--- src/rtl/dct8x8_2d.sv ---
module dct8x8_2d #(
  parameter int PIX_W       = 8,
  parameter int OUT_W       = 12,
  parameter int GUARD       = 3,
  parameter bit LEVEL_SHIFT = 1'b0
) (
  input  logic                    clk,
  input  logic                    rst_n,
  input  logic                    in_valid,
  output logic                    in_ready,
  input  logic [PIX_W-1:0]        in_pix,
  output logic                    out_valid,
  output logic                    out_last,
  output logic signed [OUT_W-1:0] out_coef
);

  localparam int N      = 8;
  localparam int LG     = $clog2(N);
  localparam int NN     = N * N;
  localparam int CF_W   = 16;
  localparam int FRAC   = 14;
  localparam int PW     = PIX_W + 1;
  localparam int TW     = PIX_W + LG + GUARD + 2;
  localparam int ACC_W  = TW + CF_W + LG;
  localparam int SH1    = FRAC - GUARD;
  localparam int SH2    = FRAC + GUARD;

  localparam logic signed [ACC_W-1:0] HALF1 = ACC_W'(1 << (SH1 - 1));
  localparam logic signed [ACC_W-1:0] HALF2 = ACC_W'(1 << (SH2 - 1));
  localparam logic signed [ACC_W-1:0] OMAX  = ACC_W'((1 << (OUT_W - 1)) - 1);
  localparam logic signed [ACC_W-1:0] OMIN  = -OMAX - ACC_W'(1);
  localparam logic signed [PW-1:0]    OFS   = LEVEL_SHIFT ? PW'(1 << (PIX_W - 1)) : '0;

  typedef enum logic [1:0] {S_LOAD, S_ROW, S_COL} state_t;

  state_t                   state;
  logic [2*LG-1:0]          wcnt;
  logic [LG-1:0]            a, b, k;
  logic [PIX_W-1:0]         pbuf [NN];
  logic signed [TW-1:0]     tbuf [NN];
  logic signed [ACC_W-1:0]  acc;

  logic signed [PW-1:0]     xs;
  logic signed [TW-1:0]     opnd;
  logic signed [CF_W-1:0]   cfv;
  logic signed [ACC_W-1:0]  prod, sum, r1, r2;
  logic signed [OUT_W-1:0]  sat;
  logic                     mac_end, tile_end;

  function automatic logic signed [CF_W-1:0] cf(input logic [2:0] f, input logic [2:0] x);
    logic [6:0] p;
    logic [5:0] q;
    logic neg;
    logic signed [CF_W-1:0] mag;
    p   = {3'b0, x, 1'b1} * {4'b0, f};
    q   = (p[4:0] > 5'd16) ? (6'd32 - {1'b0, p[4:0]}) : {1'b0, p[4:0]};
    neg = (q > 6'd8);
    if (neg) q = 6'd16 - q;
    case (q[3:0])
      4'd0:    mag = 16'sd5793;
      4'd1:    mag = 16'sd8035;
      4'd2:    mag = 16'sd7568;
      4'd3:    mag = 16'sd6811;
      4'd4:    mag = 16'sd5793;
      4'd5:    mag = 16'sd4551;
      4'd6:    mag = 16'sd3135;
      4'd7:    mag = 16'sd1598;
      default: mag = 16'sd0;
    endcase
    return neg ? -mag : mag;
  endfunction

  assign in_ready = (state == S_LOAD);
  assign mac_end  = (k == 3'd7);
  assign tile_end = mac_end && (a == 3'd7) && (b == 3'd7);

  assign xs   = $signed({1'b0, pbuf[{a, k}]}) - OFS;
  assign opnd = (state == S_ROW) ? {{(TW-PW){xs[PW-1]}}, xs} : tbuf[{k, b}];
  assign cfv  = (state == S_ROW) ? cf(b, k) : cf(a, k);
  assign prod = opnd * cfv;
  assign sum  = ((k == 3'd0) ? '0 : acc) + prod;
  assign r1   = (sum + HALF1) >>> SH1;
  assign r2   = (sum + HALF2) >>> SH2;
  assign sat  = (r2 > OMAX) ? OMAX[OUT_W-1:0] :
                (r2 < OMIN) ? OMIN[OUT_W-1:0] : r2[OUT_W-1:0];

  always_ff @(posedge clk) begin
    if (state == S_LOAD && in_valid) pbuf[wcnt] <= in_pix;
    if (state == S_ROW && mac_end)   tbuf[{a, b}] <= r1[TW-1:0];
  end

  always_ff @(posedge clk or negedge rst_n) begin
    if (!rst_n) begin
      state     <= S_LOAD;
      wcnt      <= '0;
      a         <= '0;
      b         <= '0;
      k         <= '0;
      acc       <= '0;
      out_valid <= 1'b0;
      out_last  <= 1'b0;
      out_coef  <= '0;
    end else begin
      out_valid <= 1'b0;
      out_last  <= 1'b0;
      case (state)
        S_LOAD: if (in_valid) begin
          wcnt <= wcnt + 1'b1;
          if (wcnt == 6'd63) state <= S_ROW;
        end
        default: begin
          acc <= sum;
          k   <= k + 1'b1;
          if (mac_end) begin
            b <= b + 1'b1;
            if (b == 3'd7) a <= a + 1'b1;
          end
          if (state == S_COL && mac_end) begin
            out_coef  <= sat;
            out_valid <= 1'b1;
            out_last  <= tile_end;
          end
          if (tile_end) state <= (state == S_ROW) ? S_COL : S_LOAD;
        end
      endcase
    end
  end

  assert_busy_blocks_input_R3: assert property (@(posedge clk) disable iff (!rst_n)
    (out_valid && !out_last) |-> !in_ready);
  assert_ready_back_at_last_R3: assert property (@(posedge clk) disable iff (!rst_n)
    out_last |-> (out_valid && in_ready));
  assert_ready_drops_on_take_R3: assert property (@(posedge clk) disable iff (!rst_n)
    $fell(in_ready) |-> $past(in_valid));
  assert_single_pulse_R6: assert property (@(posedge clk) disable iff (!rst_n)
    out_valid |=> !out_valid);
  assert_no_output_while_loading_R6: assert property (@(posedge clk) disable iff (!rst_n)
    (in_ready && !out_last) |-> !out_valid);

endmodule

--- config.mk ---
export PLATFORM = sky130hd
export DESIGN_NAME = dct8x8_2d
export DESIGN_NICKNAME = d
export VERILOG_FILES = /design/src/rtl/dct8x8_2d.sv
export SDC_FILE = /design/constraint.sdc
export NUM_CORES = 2
export LEC_CHECK = 0
export ABC_AREA = 1
export BUFFER_PORTS_ARGS = -buffer_cell sky130_fd_sc_hd__buf_2
export CORE_MARGIN = 1
export CORE_UTILIZATION = 45
export CTS_BUF_LIST = sky130_fd_sc_hd__clkbuf_8
export DETAILED_ROUTE_END_ITERATION = 10
export GPL_TIMING_DRIVEN = 0
export PLACE_DENSITY = 0.65
export SYNTH_ARGS = -nofsm -noshare
export SYNTH_HDL_FRONTEND = slang
export SYNTH_SLANG_ARGS = --single-unit
--- constraint.sdc ---
create_clock -name clk -period 14.9 [get_ports clk]
set_input_delay 1.49 -clock clk [delete_from_list [all_inputs] [get_ports clk]]
set_output_delay 1.49 -clock clk [all_outputs]
set_load 0.01 [all_outputs]
==> flow_results.org <==
** Status
- Outcome :: complete, but fails checks
- Failing checks :: capacitance limit, slew limit

** Yosys
- In this run the cell area of the synthesized design comes to 75,900 um2.
- Dividing the synthesized area by the synthesized cell count gives 12.0 um2.
- Seq cells post-synth :: 1,602
- For this run, the leading register cell type out of synthesis is edfxtp_1.
- Yosys mapped a number of flops with a built-in enable equal to 1,536.
- In the post-synthesis netlist, the biggest area contributors are edfxtp_1 (61%), fa_1 (7.1%), nand2_1 (6.1%).
- The biggest area contributor in the post-synthesis netlist is edfxtp_1.
- Instance count of the mapped netlist :: 6,344
- The share of the Yosys chip area taken by registers is 0.630.
- Yosys cell types :: 71
- Post-synth net total :: 6,766
- edfxtp_1 is the most common cell in the netlist.
- After synthesis, the share of flip-flops with an asynchronous set or reset is 0.0412.
- The share of synthesized area in the top cell type comes to 0.608.
- Yosys warning count :: 0
- The commonest cells after synthesis are edfxtp_1 (1,536), nand2_1 (1,228), inv_1 (643).

** Flow run
- The tool flagged a number of max-cap violations equal to 4.

** Global routing
- Global-route usage over all layers :: 0.319
- Number of global-route vias before repair :: 53,700
- The initial antenna violation count is 7.
- Pin count of the biggest net entering global routing :: 65
- Global route total overflow :: 0
- Global-route wire length before repair :: 383,000 um

** Critical path
- STA puts the critical path data arrival time at 15.06 ns.
- STA classifies the critical path startpoint as a register.
- Nature of the critical path endpoint :: register
- Largest delay share family, worst path :: adder cells
- Critical path class :: reg2reg
- Crit-path slowest cell :: fa_1
- Cell occurring most often along the worst timing path :: inv_1
- For flop-to-flop paths, the worst setup slack is 0.49 ns.
- Of all nets on the critical path, the largest fanout is 56.
- The critical path contains buffers and inverters numbering 18 combined.
- Crit path required time :: 15.55 ns
- Delay of the slowest cell on the worst path :: 0.58 ns

** Timing
- Setup slack on the critical path of the routed design comes to 0.490 ns.
- The max-slew violation total from the final report is 35.
- Clock Skews :: 0.136 ns
- Final hold viol count :: 0
- Final setup vio count :: 0
- Final worst-path cycle share :: 0.967
- After layout, the minimum clock period comes to 14.41 ns.
- For this run, the top clock speed supported by timing is 69.4 MHz.
- Slew of the pin with the lowest slew margin :: 1.60 ns
- Normalized max-slew margin :: -0.0808

** Clock network
- The longest clock path from root to sink contains 4 buffers.
- After clock tree synthesis, the flow added hold-fix buffers numbering 0.
- TritonCTS clock tree :: done
- TritonCTS created 282 clock buffers.
- Clk Latency, worst-skew pair :: 1.06 ns
- Cell at the root of the clock tree :: clkbuf_8
- Worst-path clk slew :: 0.06 ns
- # clock sinks :: 1,602
- The clock tree synthesis step divided the H-tree into 5 levels.

** Detailed routing
- In this run the remaining antenna-violating nets after routing total 0.
- First drt pass iteration count :: 7
- Average via count per standard cell :: 6.14
- Detailed-route wire length per cell :: 30.2 um
- Wires add up to 276,000 um.
- For this run, design rule violations remaining after detail routing come to 0.
- In this run, the number of DRC markers left after iteration 0 of detailed routing was 9,713.
- Vias post-DR :: 56,100

** Die
- Row generation in the floorplan step produced 150 rows.
- Die height :: 413 um
- The floorplan step defined a die boundary enclosing 170,000 um2.
- In this run the horizontal extent of the chip is 413 um.
- Initial Utilization :: 0.454
- Number of top-level design ports :: 26
- The region available for standard cell placement spans 167,000 um2.

** Placed design
- Number of input and output port buffers inserted :: 25
- At the end of routability-driven placement, the weighted congestion stood at 1.00.
- In this run, placement finished with an instance count of 8,655.
- Summed over all nets, the half-perimeter wirelength after detailed placement is 183,000 um.
- Worst setup timing slack at the placement stage :: -2.74 ns

** Finish
- Nets :: 7,172
- Layout Cells excl Fill :: 9,141
- Of the cells placed in the final design, the portion with a size suffix greater than 1 is 0.112.
- Once layout is complete, the utilization of the core stands at 0.514.
- From synthesis to final layout, the design area changed by 13.4%.
- Total of fill cells in the finished design :: 14,100

** Worst hold path
- The worst hold path belongs to the class in2async.

** Power
- P_leak :: 32.6 nW
- Power comes to 8.61 mW.
- IR analysis of the VDD net gives a maximum drop of 0.111 mV.
- In this run the power density over the cells is 100 nW/um2.
-- area by class of cell --
class                   count  area, um2  area share
repair buffers            121       1820      0.0212
well taps                2204       2760      0.0321
clock inverters           177        895      0.0104
plain buffers             277       1250      0.0145
multi-input cells        3790      25000       0.291
clock buffers             287       3950      0.0459
inverters                 676       2550      0.0297
diodes                      7       17.5    0.000204
flip-flops and latches   1602      47800       0.555
-- cells in the final DEF, fill, tap and decap left out, drive strengths merged, types with 60 or more instances in the layout --
master / n
nand3: 175
a22o: 61
fa: 270
o22ai: 154
nand4: 77
nor2: 570
a21oi: 286
clkinv: 69
inv: 773
dfrtp: 66
edfxtp: 1536
buf: 273
a221oi: 92
o21ai: 191
clkbuf: 412
nand2: 1258
a22oi: 103
ha: 141
xor2: 60
-- where the power goes --
group,leakage (nW),internal [mW],switching (mW)
clock network,2.85,1.88,1.81
logic,15.1,0.00179,0.0286
registers,14.6,4.89,0
total,32.6,6.77,1.84
-- path summary, 6_finish.rpt --
path	start	end	cells after the start
worst max-delay path	k[0]	tbuf[27][9]	57
worst min register to register	out_coef[1]	out_coef[1]	2
max in group asynchronous	rst_n	b[1]	2
worst max register to register	k[0]	tbuf[27][9]	57
min in group clk	out_coef[1]	out_coef[1]	2
worst min-delay path	rst_n	acc[8]	1
-- routing by layer --
| layer | GRT usage | vias to the layer above | wire [um] |
|---|---|---|---|
| li1 | - | 23300 | - |
| met1 | 0.414 | 27500 | 98500 |
| met2 | 0.476 | 4462 | 120000 |
| met3 | 0.0936 | 899 | 40000 |
| met4 | 0.183 | 6 | 17700 |
| met5 | 0 | - | 43 |
-- repair_timing --
| item | CTS | global route |
|---|---|---|
| setup endpoints to repair | 999 | 716 |
| setup buffers | 5 | 9 |
| cloned | 2 | 4 |
| resized for setup | 30 | 41 |
| pin swaps | 1 | 3 |
-- metrics by stage --
stage	cell area (um2)	TNS, ns	hold slack [ns]
after floorplan	75900	0	0.453
after global placement	78800	-3871.26	0.460
after detailed placement	80600	-1579.56	0.464
after CTS	85700	0	0.267
after global routing	86000	-0.234	0.351
final	86000	0	0.343
-- sequential cells by signal, indices dropped and copies added, names as in the netlist --
name and cells:
a 3, acc 35, b 3, k 3
out_coef 12, out_last 1, out_valid 1, pbuf 512
state 2, tbuf 1024, wcnt 6
-- cell families after synthesis --
logic type	Yosys count	synth area share
and+or+nand+nor	2181	0.119
DFF	1602	0.630
AOI/OAI and AO/OA	1107	0.0967
buffers and inverters	958	0.0497
adders and majority gates	411	0.0945
xor gates and xnor gates	84	0.0101
muxes	1	0.000148
-- worst register-to-register path: cells and delay by family (launching register included) --
family	cells	cell delay (ns)
AOI/OAI and AO/OA	7	1.77
xor gates and xnor gates	3	0.71
adders and majority gates	13	5.46
buffers and inverters	18	2.81
DFF	1	0.50
and+or+nand+nor	16	2.83
Power figures use the tool's default switching activity.
